## src/rtl/sck_prescaler_pkg.sv

```systemverilog
`timescale 1ns/1ps
package sck_prescaler_pkg;
  localparam int PRI_W    = 2;
  localparam int SEC_W    = 3;
  localparam int PRI_STEP = 2;
  localparam int PCNT_W   = PRI_STEP * ((1 << PRI_W) - 1);
  localparam int SH_W     = $clog2(PCNT_W + 1);
  localparam int SRAT_W   = SEC_W + 1;
  localparam int POS_W    = PCNT_W + SEC_W;

  function automatic logic [SH_W-1:0] pri_shift(input logic [PRI_W-1:0] code);
    return SH_W'(PRI_STEP * (((1 << PRI_W) - 1) - int'(code)));
  endfunction
endpackage

```

## src/rtl/sckp_pri_div.sv

```systemverilog
`timescale 1ns/1ps
module sckp_pri_div
  import sck_prescaler_pkg::*;
#(
  parameter int CW = PCNT_W,
  parameter int SW = SH_W
) (
  input  logic          clk,
  input  logic          rst_n,
  input  logic          en,
  input  logic          clr,
  input  logic [SW-1:0] shift,
  output logic [CW-1:0] cnt,
  output logic          wrap
);
  logic [CW-1:0] cnt_q, cnt_d, last_v;

  assign last_v = ~({CW{1'b1}} << shift);
  assign wrap   = (cnt_q == last_v);
  assign cnt    = cnt_q;

  always_comb begin
    cnt_d = cnt_q;
    if (clr)       cnt_d = '0;
    else if (en)   cnt_d = wrap ? '0 : cnt_q + 1'b1;
  end

  always_ff @(posedge clk or negedge rst_n) begin
    if (!rst_n) cnt_q <= '0;
    else        cnt_q <= cnt_d;
  end
endmodule

```

## src/rtl/sckp_sec_div.sv

```systemverilog
`timescale 1ns/1ps
module sckp_sec_div
  import sck_prescaler_pkg::*;
#(
  parameter int CW = SEC_W
) (
  input  logic          clk,
  input  logic          rst_n,
  input  logic          en,
  input  logic          clr,
  input  logic [CW:0]   ratio,
  output logic [CW-1:0] cnt
);
  logic [CW-1:0] cnt_q, cnt_d;
  logic [CW:0]   last_w;
  logic          wrap;

  assign last_w = ratio - (CW+1)'(1);
  assign wrap   = ({1'b0, cnt_q} == last_w);
  assign cnt    = cnt_q;

  always_comb begin
    cnt_d = cnt_q;
    if (clr)     cnt_d = '0;
    else if (en) cnt_d = wrap ? '0 : cnt_q + 1'b1;
  end

  always_ff @(posedge clk or negedge rst_n) begin
    if (!rst_n) cnt_q <= '0;
    else        cnt_q <= cnt_d;
  end
endmodule

```

## src/rtl/sckp_ext_sync.sv

```systemverilog
`timescale 1ns/1ps
module sckp_ext_sync #(
  parameter int STAGES = 2
) (
  input  logic clk,
  input  logic rst_n,
  input  logic sck_in,
  input  logic cpol,
  output logic rise,
  output logic fall
);
  logic [STAGES:0] pipe_q, pipe_d;
  logic            act_now, act_prev;

  assign pipe_d   = {pipe_q[STAGES-1:0], sck_in};
  assign act_now  = pipe_q[STAGES-1] ^ cpol;
  assign act_prev = pipe_q[STAGES] ^ cpol;
  assign rise     = act_now & ~act_prev;
  assign fall     = ~act_now & act_prev;

  always_ff @(posedge clk or negedge rst_n) begin
    if (!rst_n) pipe_q <= '0;
    else        pipe_q <= pipe_d;
  end
endmodule

```

## src/rtl/sck_prescaler.sv

```systemverilog
`timescale 1ns/1ps
module sck_prescaler
  import sck_prescaler_pkg::*;
#(
  parameter int SHORT_BITS  = 8,
  parameter int LONG_BITS   = 16,
  parameter int SYNC_STAGES = 2
) (
  input  logic             clk,
  input  logic             rst_n,
  input  logic [PRI_W-1:0] pri_code,
  input  logic [SEC_W-1:0] sec_code,
  input  logic             cpol,
  input  logic             word16,
  input  logic             start,
  input  logic             framed,
  input  logic             halt,
  input  logic             ext_clk_en,
  input  logic             sck_in,
  output logic             sck_out,
  output logic             sck_oe,
  output logic             lead_stb,
  output logic             trail_stb,
  output logic             word_done,
  output logic             busy
);
  localparam int CNT_W = $clog2(LONG_BITS);

  // reset: asynchronous assert, synchronous release
  logic [1:0] rs_q;
  logic       rst_i;
  always_ff @(posedge clk or negedge rst_n) begin
    if (!rst_n) rs_q <= '0;
    else        rs_q <= {rs_q[0], 1'b1};
  end
  assign rst_i = rs_q[1];

  // ratio decode
  logic [SH_W-1:0]   shift;
  logic [SRAT_W-1:0] s_raw, s_eff;
  logic [POS_W:0]    full_w;
  logic [POS_W-1:0]  half, pos;
  assign shift  = pri_shift(pri_code);
  assign s_raw  = SRAT_W'(1 << SEC_W) - {1'b0, sec_code};
  assign s_eff  = (shift == '0 && s_raw == SRAT_W'(1)) ? SRAT_W'(2) : s_raw;
  assign full_w = (POS_W+1)'(s_eff) << shift;
  assign half   = full_w[POS_W:1];

  // state
  logic             run_q, run_d, fr_q, fr_d, act_q, act_d;
  logic             lead_q, lead_d, trail_q, trail_d, done_q, done_d;
  logic [CNT_W-1:0] cnt_q, cnt_d, bits_m1;
  logic             stop_now, cnt_en, cnt_clr;
  logic [PCNT_W-1:0] pc;
  logic [SEC_W-1:0]  sc;
  logic              pri_wrap, ext_rise, ext_fall;
  logic              lead_ev, trail_ev, last_pulse;

  assign cnt_en  = run_q & ~ext_clk_en;
  assign cnt_clr = halt | ~run_q | stop_now;

  sckp_pri_div #(.CW(PCNT_W), .SW(SH_W)) u_pri (
    .clk(clk), .rst_n(rst_i), .en(cnt_en), .clr(cnt_clr),
    .shift(shift), .cnt(pc), .wrap(pri_wrap)
  );

  sckp_sec_div #(.CW(SEC_W)) u_sec (
    .clk(clk), .rst_n(rst_i), .en(cnt_en & pri_wrap), .clr(cnt_clr),
    .ratio(s_eff), .cnt(sc)
  );

  sckp_ext_sync #(.STAGES(SYNC_STAGES)) u_sync (
    .clk(clk), .rst_n(rst_i), .sck_in(sck_in), .cpol(cpol),
    .rise(ext_rise), .fall(ext_fall)
  );

  assign pos        = (POS_W'(sc) << shift) | POS_W'(pc);
  assign lead_ev    = run_q & (ext_clk_en ? ext_rise : (pos == '0));
  assign trail_ev   = run_q & (ext_clk_en ? ext_fall : (pos == half));
  assign bits_m1    = word16 ? CNT_W'(LONG_BITS - 1) : CNT_W'(SHORT_BITS - 1);
  assign last_pulse = (cnt_q == bits_m1);

  always_comb begin
    run_d    = run_q;
    fr_d     = fr_q;
    act_d    = act_q;
    cnt_d    = cnt_q;
    lead_d   = 1'b0;
    trail_d  = 1'b0;
    done_d   = 1'b0;
    stop_now = 1'b0;
    if (halt) begin
      run_d = 1'b0;
      fr_d  = 1'b0;
      act_d = 1'b0;
      cnt_d = '0;
    end else if (!run_q) begin
      if (framed || start) begin
        run_d = 1'b1;
        fr_d  = framed;
        act_d = 1'b0;
        cnt_d = '0;
      end
    end else begin
      if (lead_ev) begin
        act_d  = 1'b1;
        lead_d = 1'b1;
      end
      if (trail_ev) begin
        act_d    = 1'b0;
        trail_d  = 1'b1;
        done_d   = last_pulse;
        cnt_d    = last_pulse ? '0 : cnt_q + 1'b1;
        stop_now = fr_q ? ~framed : last_pulse;
        if (stop_now) begin
          run_d = 1'b0;
          fr_d  = 1'b0;
        end
      end
    end
  end

  always_ff @(posedge clk or negedge rst_i) begin
    if (!rst_i) begin
      run_q   <= 1'b0;
      fr_q    <= 1'b0;
      act_q   <= 1'b0;
      cnt_q   <= '0;
      lead_q  <= 1'b0;
      trail_q <= 1'b0;
      done_q  <= 1'b0;
    end else begin
      run_q   <= run_d;
      fr_q    <= fr_d;
      act_q   <= act_d;
      cnt_q   <= cnt_d;
      lead_q  <= lead_d;
      trail_q <= trail_d;
      done_q  <= done_d;
    end
  end

  assign sck_out   = (act_q & ~ext_clk_en) ^ cpol;
  assign sck_oe    = ~ext_clk_en;
  assign lead_stb  = lead_q;
  assign trail_stb = trail_q;
  assign word_done = done_q;
  assign busy      = run_q;
endmodule

```

## config.mk

```make
export PLATFORM = sky130hd
export DESIGN_NAME = sck_prescaler
export DESIGN_NICKNAME = d
export VERILOG_FILES = /design/src/rtl/sck_prescaler_pkg.sv /design/src/rtl/sckp_pri_div.sv /design/src/rtl/sckp_sec_div.sv /design/src/rtl/sckp_ext_sync.sv /design/src/rtl/sck_prescaler.sv
export SDC_FILE = /design/constraint.sdc
export NUM_CORES = 1
export LEC_CHECK = 0
export BUFFER_PORTS_ARGS = -buffer_cell sky130_fd_sc_hd__clkbuf_2
export CAP_MARGIN = 40
export CORE_MARGIN = 10
export CORE_UTILIZATION = 53
export CTS_CLUSTER_DIAMETER = 120
export DETAILED_ROUTE_END_ITERATION = 16
export PLACE_DENSITY = 0.76
export SLEW_MARGIN = 20
export SYNTH_ARGS = -nofsm -noshare
export SYNTH_HDL_FRONTEND = slang
export SYNTH_SLANG_ARGS = --single-unit
```

## constraint.sdc

```tcl
create_clock -name clk -period 0.8 [get_ports clk]
set_input_delay 0.12 -clock clk [delete_from_list [all_inputs] [get_ports clk]]
set_output_delay 0.12 -clock clk [all_outputs]
set_load 0.05 [all_outputs]
```

-- After elaboration in Yosys (flattened, before gate mapping)
Index checks and enable logic that the tools add are counted.
- register bits: 24
- bits in latches: 0
- memory bits (writable): 0
- memory bits (read-only): 0
- input port bits: 14
- output and inout port bits: 6
- word-level logic and storage cells: 100
- memories: 0
- add/subtract/negate cells: 6
- multipliers: 0
- div/mod/pow operators: 0
- order comparisons: 0
- equality and inequality tests: 8
- shift-type cells: 3
- muxes and demuxes: 43
- bitwise logic cells: 19
- reductions and logical operators: 10
- operators with widths (kind ; count):
    $mux 1 ; 30
    $mux 4 ; 7
    $mux 6 ; 3
    $shl 4x3->10 ; 1
    $eq 9x9->1 ; 1
    $logic_not 9->1 ; 1
    $mux 3 ; 3
    $or 9x6->9 ; 1
    $shl 3x3->9 ; 1
    $and 1x1->1 ; 7
    $add 6x1->6 const B ; 1
    $eq 6x6->1 ; 1
    $ne 3x2->1 const B ; 2
    $not 6->6 ; 1
    $shl 6x3->6 const A ; 1
    $not 1->1 ; 5
    $add 4x1->4 const B ; 1
    $eq 3x4->1 ; 1
    $eq 4x1->1 const B ; 1
    $eq 4x4->1 ; 1
    $ne 4x2->1 const B ; 1
    $reduce_and 2->1 ; 2
    $reduce_bool 2->1 ; 2
    $sub 4x1->4 const B ; 1
    other kinds (10) ; 13

-- Depth between registers and ports, before layout
Gate-level depths: netlist of the first run.
- depth in word-level cells: 13
- mapped depth: 10

-- By module
Synthesis of the first run repeated with hierarchy kept, for this count alone.
- cell total of the unflattened synthesis: 241
- area, all modules: 2074.5 sq um
- by module, submodules not included (module ; instances ; cells each ; area each (sq um)):
    sck_prescaler ; 1 ; 146 ; 1166.1
    sckp_pri_div ; 1 ; 59 ; 494.2
    sckp_sec_div ; 1 ; 29 ; 305.3
    sckp_ext_sync ; 1 ; 7 ; 108.9

-- Worst setup path before layout of the first run
OpenSTA, ideal clock, no wires.
- path type: input to register
- start point: input sec_code[0]
- end point: register cnt_q[2]
- library setup time: 69 ps
- arrival: 2014 ps
- path slack: -1282 ps
- stages: 9
- cell sequence: inv_1 -> ha_1 -> xnor2_2 -> or4b_1 -> o31ai_1 -> a2111oi_1 -> a31oi_2 -> or4_1 -> nand3_1
- cells in the longest elaborated chain, start to end: 10
- RTL lines (element ; RTL line ; RTL):
    from (decl) ; sck_prescaler.sv:12 ; input logic [SEC_W-1:0] sec_code,
    $sub 4x3->4 * ; sck_prescaler.sv:44 ; assign s_raw = SRAT_W'(1 << SEC_W) - {1'b0, sec_code};
    $eq 4x1->1 ; sck_prescaler.sv:45 ; assign s_eff = (shift == '0 && s_raw == SRAT_W'(1)) ? SRAT_W'(2) : s_raw;
    $logic_and 1x1->1 ; sck_prescaler.sv:45 ;
    $mux 4 * ; sck_prescaler.sv:45 ;
    $shl 4x3->10 * ; sck_prescaler.sv:46 ; assign full_w = (POS_W+1)'(s_eff) << shift;
    $eq 9x9->1 * ; sck_prescaler.sv:79 ; assign trail_ev = run_q & (ext_clk_en ? ext_fall : (pos == half));
    $mux 1 * ; sck_prescaler.sv:79 ;
    $and 1x1->1 * ; sck_prescaler.sv:79 ;
    $ne 3x2->1 (no line) * ; -- ;
    $reduce_and 2->1 (no line) * ; -- ;
    to (signal assigned) ; sck_prescaler.sv:136 ; cnt_q <= cnt_d;
    to (decl) ; sck_prescaler.sv:52 ; logic [CNT_W-1:0] cnt_q, cnt_d, bits_m1;
Mark *: on every way between the ends. The rest lies on a longest branch, timed or not.
A chain may end at the register's enable or synchronous reset.

-- Worst setup path after layout of the first run
- start point: register u_pri.cnt_q[0], in the netlist u_pri.cnt[0]
- end point: register u_pri.cnt_q[5], in the netlist u_pri.cnt[5]
- cells in the longest elaborated chain, start to end: 9
- elaborated cells on any way between the ends: 14
- RTL lines (element ; RTL line ; RTL):
    from (decl) ; sckp_pri_div.sv:16 ; logic [CW-1:0] cnt_q, cnt_d, last_v;
    from (signal assigned) ; sckp_pri_div.sv:30 ; else cnt_q <= cnt_d;
    $or 9x6->9 ; sck_prescaler.sv:77 ; assign pos = (POS_W'(sc) << shift) | POS_W'(pc);
    $eq 9x9->1 ; sck_prescaler.sv:79 ;
    $mux 1 ; sck_prescaler.sv:79 ;
    $and 1x1->1 ; sck_prescaler.sv:79 ;
    $mux 1 ; sck_prescaler.sv:109 ; if (trail_ev) begin
    $mux 1 ; sck_prescaler.sv:97 ; end else if (!run_q) begin
    $mux 1 ; sck_prescaler.sv:92 ; if (halt) begin
    $or 1x1->1 ; sck_prescaler.sv:60 ; assign cnt_clr = halt | ~run_q | stop_now;
    $mux 6 / $reduce_bool 2->1 (equally long branches) ; -- ;
Several ways; a longest one is shown, not always the timed one. The select of a mux whose other input is x is not followed.

==> results of run 1 <==
-- power groups by stage --
stage	combinational (W)	sequential [W]	clock, W
2_1_floorplan	0.000430	0.00133	0
3_3_place_gp	0.000778	0.00129	0
3_5_place_dp	0.000799	0.00129	0
4_1_cts	0.000922	0.00127	0.000889
5_1_grt	0.00112	0.00128	0.000972
6_report	0.00108	0.00128	0.000929
-- state kept, by name (all words and copies together) (netlist names), 2 cells and up --
name / cells
cnt_q: 4
u_sec.cnt: 3
u_pri.cnt: 6
u_sync.pipe_q: 3
rs_q: 2
-- cell usage after synthesis, types with 5 or more instances --
cell / number / area [um2]
dfrtp_1: 24 / 601
nor2_1: 21 / 78.8
a21oi_1: 17 / 85.1
nand2_1: 14 / 52.6
nor3_1: 10 / 50.1
inv_1: 9 / 33.8
nand3_1: 9 / 45.0
o21ai_0: 8 / 40.0
xnor2_1: 6 / 52.6
clkbuf_1: 5 / 18.8
ha_1: 5 / 62.6
nor2b_1: 5 / 31.3
-- layout make-up --
type	instances	area, um2	area share, %
Sequential cell	24	608	20.4
Clock inverter	1	30.0	1.01
Clock buffer	3	22.5	0.755
Tap cell	46	57.6	1.93
Multi-Input combinational cell	170	1330	44.7
Inverter	9	40.0	1.34
Timing Repair Buffer	102	891	29.9
-- worst register-to-register path: cells and delay by family, from the launching register on --
family	cells	cell delay [ns]
AOI/OAI and AO/OA	5	0.68
DFF	1	0.49
buffers and inverters	2	0.33
and+or+nand+nor	2	0.65
-- metrics by stage --
step / cells / setup WS (ns) / util (%) / hold slack, ns / power [W]
after global placement: 333 / -1.43 / 75.5 / -0.0942 / 0.00207
after floorplan: 217 / -1.10 / - / -0.176 / 0.00176
after CTS: 347 / -1.19 / 84.8 / 0.0814 / 0.00308
after global routing: 355 / -1.51 / 89.4 / 0.0848 / 0.00337
after detailed placement: 333 / -1.51 / 75.5 / -0.0932 / 0.00209
final: 355 / -1.41 / 89.4 / 0.0996 / 0.00328
-- metal layers --
layer / vias to the layer above / share of wire, %
li1: 963 / -
met1: 1107 / 35
met2: 199 / 49
met3: 55 / 9.8
met4: 0 / 5.9
met5: - / 0
-- final timing paths --
kind | start | end | cells past startpoint
worst max-delay path | u_pri.cnt[0] | u_pri.cnt[5] | 9
worst max register to register | u_pri.cnt[0] | u_pri.cnt[5] | 9
min in group asynchronous | rst_n | rs_q[1] | 2
max in group asynchronous | rs_q[1] | u_pri.cnt[0] | 1
worst min-delay path | halt | busy | 3
worst min register to register | rs_q[1] | fr_q | 1
-- cell families (layout without fill, tap and decap cells) --
family                   after synthesis  count (layout)
adder cells (fa/ha/maj)                5               5
buffers and inverters                 23             115
flip-flops                            24              24
AND/OR/NAND/NOR                       94              94
other                                  1               1
XOR/XNOR                              10              10
AO/OA/AOI/OAI                         57              57
multiplexers                           3               3
-- what timing repair did --
action | 4_1_cts | 5_1_grt
hold buffers | 2 | 0
endpoints found under the hold margin | 3 | 0
gates resized for setup | 36 | 25
pin swaps | 12 | 5
setup buffers | 8 | 9
setup endpoints to repair | 25 | 25
==> impl_metrics.yaml, run 1 <==
cells_and_area:
  syn2layout_area_growth_pct: 63.3
  antenna_cells: 0
  layout_common_cells: "buf_4 (66), dfrtp_1 (18), nor2_1 (17), nand2_1 (13)"
  fillerInstances: 152
  drive_gt1_share_pct: 50.5
  final_common_cell: "buf_4"
  nets: 329
  stdcell_area_um2: 2980
grt:
  busiest_layer: "met2"
  use_met1_pct: 26.0
  grt_max_degree: 23
  grt_pass1_vias: 2304
  grt_pass1_wl_mm: 11.9
  grt_usage_pct: 24.0
  antenna_found_initial: 0
  gr-total-overflow: 0
  gr-usage-met2_pct: 40.9
  use_met3_pct: 7.55
synth:
  synth-async-reset-ratio_pct: 100
  synth_nets: 236
  synth_warnings: 0
  syn-cell-area_um2: 1830
  synth_seq_cells: 24
  synth-seq-area-share_pct: 32.9
  synthCells: 217
  ys_types: 63
  synth-edff-count: 0
  ys.flop_type: "dfrtp_1"
  synthMuxAreaShare_pct: 1.71
  synth_top_family_by_area: "simple AND/OR/NAND/NOR gates"
  synth_area_per_cell_um2: 8.42
  synth-simple-area-share_pct: 28.7
  synth_compound_area_share_pct: 21.3
  synth-xor-area-share_pct: 5.21
  synthAdderAreaFrac_pct: 3.42
sta:
  finalCriticalPeriod_ns: 2.21
  min_period_over_period_pct: 277
  worstMarginPinSlew_ns: 0.524
  slew_headroom_pct: 64.8
  timing.fmax_mhz: 451
  rsz0062_at_grt: "yes"
  maxSlewViolCount: 0
  finalSetupViolations: 25
  tns_ns: -26.35
  fin_ws_ns: -1.41
  hold_viol_final: 0
  fin_skew_ns: 0.00583
floorplan:
  io_pins: 20
  initial_core_util_pct: 54.7
  die_y_um: 78.7
  row_count: 21
  die-area_um2: 6200
  core_area_um2: 3340
  die_w_um: 78.7
drt:
  via_per_inst: 6.55
  ant_nets: 0
  first_pass_iters: 6
  drt_iter0_drc: 346
  drcViolationCount: 0
  vias: 2324
  routedWlPerCell_um: 23.5
  wl_mm: 8.35
hold_path:
  min_path_type: "input port to flop"
placement:
  place_area_um2: 2520
  post-dp-hpwl_mm: 4.10
  port_buffers: 19
  gp_congestion: 0.943
clock_network:
  cts-root-buf: "clkbuf_4"
  cts_buffers: 3
  h-tree-depth: 1
  clock_latency_ns: 0.34
  clk_path_buf_depth: 2
  cts_sinks: 24
  cts_tree: "built"
  path_clk_slew_ns: 0.15
critical_path:
  cp.required_ns: 1.07
  crit_chain: "nor2_4 > or4b_4 > o31ai_4 > a2111oi_4 > a31oi_4 > buf_6 > o21ai_4 > buf_12 > a21oi_2"
  r2r_slack_ns: -1.41
  path_max_fanout: 7
  endpoint_kind: "flop"
  cp_slowest_stage_delay_ns: 0.50
  cpLargestDelayFamily: "compound AO/OA/AOI/OAI gates"
  cp-start-kind: "flop"
  critical_path_class: "flop to flop"
  cp.buffers_inverters: 2
  worstPathArrival_ns: 2.49
  cp_slowest_cell: "or4b_4"
power:
  switching_share_pct: 31.1
  clkPwrFrac_pct: 28.3
  cellPowerDensity_nw_per_um2: 1100
  power_frac_comb_pct: 32.8
  p_sw_w: 0.00102
  leakage_nw: 1.35
  internal_power_w: 0.00226
  p_seq_share_pct: 38.9
  ir_worst_vdd_mv: 1.46
status:
  outcome: "complete, but fails checks"
  violations: "setup timing"
job:
  timing.max_cap.violations: 0
No activity file was read; power rests on OpenSTA's default activity.
==> run 2: changes to the inputs <==
- ABC_AREA: default -> 1
- CORE_MARGIN: 10 -> 8
==> impl_metrics.yaml, run 2 <==
critical_path:
  crit_chain: "nand2_1 > nor2_1 > nand2_1 > nand2_1 > nor2_1 > nand2_1 > nor2_1 > nand3_1 > nor2_2 > nand3_2 > nand2_1 > nand2_2 > o21ai_1 > inv_1"
  r2r-start: "u_sec.cnt[2]"
  crit_path_frequent_cell: "nand2_1"
  cp-start-kind: "flop"
  path_max_fanout: 5
  crit_start: "u_sec.cnt[2]"
  cp_slowest_cell: "dfrtp_2"
  cp_slowest_stage_delay_ns: 0.46
  cp.required_ns: 1.03
  endpoint_kind: "flop"
  worstPathArrival_ns: 2.02
  critical_path_class: "flop to flop"
grt:
  antenna_found_initial: 0
  use_met3_pct: 2.83
  use_met1_pct: 23.9
  grt_pass1_wl_mm: 8.28
  grt_usage_pct: 18.7
  busiest_layer: "met2"
  gr-total-overflow: 0
  grt_pass1_vias: 1985
  grt_max_degree: 23
  gr-usage-met2_pct: 31.6
synth:
  ys.flop_type: "dfrtp_1"
  synth_seq_cells: 24
  synth_warnings: 0
  synth-edff-count: 0
  syn-cell-area_um2: 1800
  synthTopCellsByCount: "nand2_1 (77), nand3_1 (36), inv_1 (34)"
  synth_largest_area_cell: "dfrtp_1"
  synth_nets: 290
  yosys-top-cells-area: "dfrtp_1 (33%), nand2_1 (16%), nand3_1 (10%)"
  synth_top_area_share_pct: 33.4
  synth-async-reset-ratio_pct: 100
  synth-seq-area-share_pct: 33.4
  synth.most_common_cell: "nand2_1"
  synth_area_per_cell_um2: 6.63
  ys_types: 28
  synthCells: 271
hold_path:
  hp-start: "halt"
  min_path_type: "input port to flop"
drt:
  vias: 2094
  wl_mm: 5.18
  drt_iter0_drc: 208
  first_pass_iters: 6
  routedWlPerCell_um: 12.9
  drcViolationCount: 0
  ant_nets: 0
  via_per_inst: 5.21
sta:
  finalCriticalPeriod_ns: 1.79
  timing.fmax_mhz: 560
  tns_ns: -19.11
  maxSlewViolCount: 0
  fin_skew_ns: 0.00992
  hold_viol_final: 0
  fin_ws_ns: -0.986
  rsz0062_at_grt: "yes"
  holdWs_ns: 0.0772
  finalSetupViolations: 24
  min_period_over_period_pct: 223
floorplan:
  die_y_um: 74.2
  die_w_um: 74.2
  row_count: 21
  io_pins: 20
  core_area_um2: 3310
  initial_core_util_pct: 54.3
  die-area_um2: 5510
cells_and_area:
  syn2layout_area_growth_pct: 50.0
  drive_gt1_share_pct: 36.2
  final_common_cell: "nand2_1"
  multi_input_area_um2: 1130
  layout_common_cells: "nand2_1 (68), buf_4 (63), nand3_1 (32), inv_1 (28), nor2_1 (27)"
  nets: 376
  fillerInstances: 219
  regArea_um2: 603
  largest_reg_flops: 6
  antenna_cells: 0
  utilization_pct: 81.4
clock_network:
  cts_sinks: 24
  cts_buffers: 3
  h-tree-depth: 1
  clock_latency_ns: 0.33
  clk_path_buf_depth: 2
  path_clk_slew_ns: 0.14
  cts_tree: "built"
  cts-root-buf: "clkbuf_4"
power:
  leakage_nw: 1.45
  ir_worst_vdd_mv: 0.934
  cellPowerDensity_nw_per_um2: 1160
status:
  violations: "setup timing"
  outcome: "complete, but fails checks"
placement:
  gp_congestion: 0.910
  port_buffers: 19
  dpl_worst_slack_ns: -1.08
  post-dp-hpwl_mm: 3.71
job:
  timing.max_cap.violations: 0
## run 2: cell count changes in the layout (fill, tap and decap cells not counted), moves of 6 or more
cell | previous run | this run
nand2_1 | 13 | 68
nand3_1 | 8 | 32
inv_1 | 6 | 28
buf_6 | 12 | 1
nor2_1 | 17 | 27
inv_2 | 1 | 10
nand2_2 | 1 | 8
xor2_1 | 2 | 8
## run 2: worst max-delay path: cells and delay by family (launching register included)
family	cells	cell delay, ns
AOI/OAI and AO/OA	1	0.17
buffers and inverters	1	0.06
DFF	1	0.46
and+or+nand+nor	12	0.99
## run 2: kinds of logic (layout without fill, tap and decap cells)
| logic type | Yosys count | count (layout) | synth area share (%) |
|---|---|---|---|
| other | 1 | 1 | 0.209 |
| AND/OR/NAND/NOR | 159 | 159 | 39.2 |
| flip-flops | 24 | 24 | 33.4 |
| XOR/XNOR | 11 | 11 | 5.36 |
| buffers and inverters | 44 | 129 | 10.2 |
| adder cells (fa/ha/maj) | 5 | 5 | 3.48 |
| AO/OA/AOI/OAI | 27 | 27 | 8.14 |
## run 2: what timing repair did
| action | 4_1_cts | 5_1_grt |
|---|---|---|
| pin swaps | 2 | 2 |
| hold buffers | 2 | 0 |
| setup buffers | 1 | 2 |
| setup endpoints to repair | 24 | 24 |
| hold endpoints to repair | 3 | 0 |
| gates resized for setup | 15 | 18 |
## run 2: through the flow
step                std cells  area [um2]  power [W]
floorplan                 271        1890    0.00180
global placement          394        2510    0.00213
detailed placement        394        2510    0.00215
CTS                       401        2650    0.00308
global route              402        2700    0.00324
finish                    402        2700    0.00312
## run 2: area by class of cell
cell class                      instances  area share, %
Clock buffer                            3          0.835
Clock inverter                          1           1.11
Inverter                               39           5.89
Multi-Input combinational cell        203           42.0
Sequential cell                        24           22.4
Tap cell                               46           2.13
Timing Repair Buffer                   86           25.7
## run 2: report_power, final
group / switching [W] / internal, W / total, W
Sequential: 0.0000290 / 0.00126 / 0.00128
Combinational: 0.000530 / 0.000407 / 0.000936
Clock: 0.000387 / 0.000507 / 0.000894
Total: 0.000946 / 0.00217 / 0.00312
## run 2: worst paths after layout
check                          endpoint  slack, ns  cells past startpoint
setup / recovery                   busy      -0.99                     14
hold / removal                word_done       0.08                      3
setup reg to reg                   busy      -0.99                     14
hold reg to reg                cnt_q[1]       0.21                      1
max in group asynchronous  u_sec.cnt[2]       0.44                      1
min in group asynchronous       rs_q[1]       0.10                      2
## run 2: metal layers
layer | part of all wire, % | vias up
li1 | - | 1037
met1 | 42 | 962
met2 | 49 | 80
met3 | 6.3 | 15
met4 | 2.0 | 0
met5 | 0 | -
==> run 3: changes to the inputs <==
- CORE_UTILIZATION: 53 -> 45
- PLACE_DENSITY: 0.76 -> 0.66
==> impl_metrics.yaml, run 3 (synthesized netlist as in run 2, its figures left out) <==
status:
  outcome: "complete, but fails checks"
  violations: "setup timing"
power:
  cellPowerDensity_nw_per_um2: 1200
  ir_worst_vdd_mv: 1.11
  leakage_nw: 1.51
hold_path:
  min_path_type: "input port to flop"
  hp-start: "halt"
sta:
  fin_skew_ns: 0.00689
  finalCriticalPeriod_ns: 1.72
  holdWs_ns: 0.127
  hold_viol_final: 0
  fin_ws_ns: -0.917
  timing.fmax_mhz: 582
  rsz0062_at_grt: "yes"
  finalSetupViolations: 24
  maxSlewViolCount: 0
  min_period_over_period_pct: 215
cells_and_area:
  largest_reg_flops: 6
  final_common_cell: "buf_4"
  nets: 382
  stdcell_count: 412
  utilization_pct: 71.5
  syn2layout_area_growth_pct: 55.5
  antenna_cells: 0
  drive_gt1_share_pct: 37.8
  fillerInstances: 331
  layout_common_cells: "buf_4 (66), nand2_1 (64), nand3_1 (32), inv_1 (31), nor2_1 (26)"
grt:
  grt_pass1_vias: 1996
  antenna_found_initial: 0
  gr-total-overflow: 0
  grt_max_degree: 23
  grt_pass1_wl_mm: 8.83
  grt_usage_pct: 17.1
placement:
  dpl_worst_slack_ns: -1.12
  gp_congestion: 0.850
  post-dp-hpwl_mm: 3.92
  port_buffers: 19
  placed_cells: 399
critical_path:
  worstPathArrival_ns: 1.89
  r2r-start: "u_sec.cnt[2]"
  crit_start: "u_sec.cnt[2]"
  cp-start-kind: "flop"
  path_max_fanout: 8
  cp.required_ns: 0.97
  endpoint_kind: "flop"
  critical_path_class: "flop to flop"
clock_network:
  h-tree-depth: 1
  clock_latency_ns: 0.28
  cts-root-buf: "clkbuf_8"
  cts_buffers: 3
  cts_tree: "built"
  clk_path_buf_depth: 2
  cts_sinks: 24
  path_clk_slew_ns: 0.09
drt:
  routedWlPerCell_um: 13.0
  ant_nets: 0
  drcViolationCount: 0
  vias: 2070
  wl_mm: 5.35
  first_pass_iters: 4
  via_per_inst: 5.02
  drt_iter0_drc: 131
floorplan:
  initial_core_util_pct: 45.9
  row_count: 23
  die_w_um: 79.2
  die_y_um: 79.2
  io_pins: 20
  die-area_um2: 6270
  core_area_um2: 3910
job:
  timing.max_cap.violations: 0
-- run 3: layer usage --
layer | vias to the layer above | GRT usage (%) | wire, um
met3 | 9 | 2.37 | 250
met1 | 958 | 21.8 | 2370
met4 | 0 | 6.48 | 97
met5 | - | 0 | 0
li1 | 1052 | - | -
met2 | 51 | 28.7 | 2640
-- run 3: report_power, final --
group          internal (W)  switching [W]  total [W]  leakage [nW]
logic              0.000427       0.000545   0.000972          1.16
registers           0.00126      0.0000303    0.00129         0.316
clock network      0.000671       0.000433    0.00110        0.0357
total               0.00235        0.00101    0.00336          1.51
-- run 3: worst paths after layout --
kind / end / slack [ns] / cells past startpoint
max reg2reg: u_sec.cnt[0] / -0.92 / 10
min reg2reg: u_pri.cnt[5] / 0.20 / 1
max in group asynchronous: u_sec.cnt[2] / 0.44 / 1
max: u_sec.cnt[0] / -0.92 / 10
min: word_done / 0.13 / 3
min in group asynchronous: rs_q[0] / 0.15 / 2
-- run 3: worst max-delay path, stage by stage, from the launching register on --
cell      delay (ns)
dfrtp_2         0.45
buf_6           0.13
nand2_2         0.05
o211ai_1        0.13
xor2_1          0.18
nor2_2          0.15
nand3_2         0.11
nand3_4         0.16
nand2_4         0.11
nand3_1         0.09
nand2_1         0.05
-- run 3: layout make-up --
class	instances	area (um2)	area share [%]
clock buffer	3	41.3	1.48
clock inverter	1	30.0	1.07
inverter	39	159	5.68
multi-input combinational	205	1170	41.9
sequential	24	603	21.6
tap	50	62.6	2.24
timing repair buffer	90	728	26.0
-- run 3: timing repair --
item                                   4_1_cts  5_1_grt
gates resized for setup                     29        6
hold buffers                                 2        0
pin swaps                                   11        5
cloned                                       1        1
setup endpoints to repair                   25       24
setup buffers                                4        3
endpoints found under the hold margin        3        0
-- run 3: through the flow --
step / area (um2) / setup TNS [ns] / total power (W)
final: 2800 / -17.75 / 0.00336
after global routing: 2800 / -20.45 / 0.00351
after detailed placement: 2530 / -20.04 / 0.00217
after floorplan: 1890 / -14.96 / 0.00180
after CTS: 2750 / -17.67 / 0.00334
after global placement: 2530 / -18.49 / 0.00215
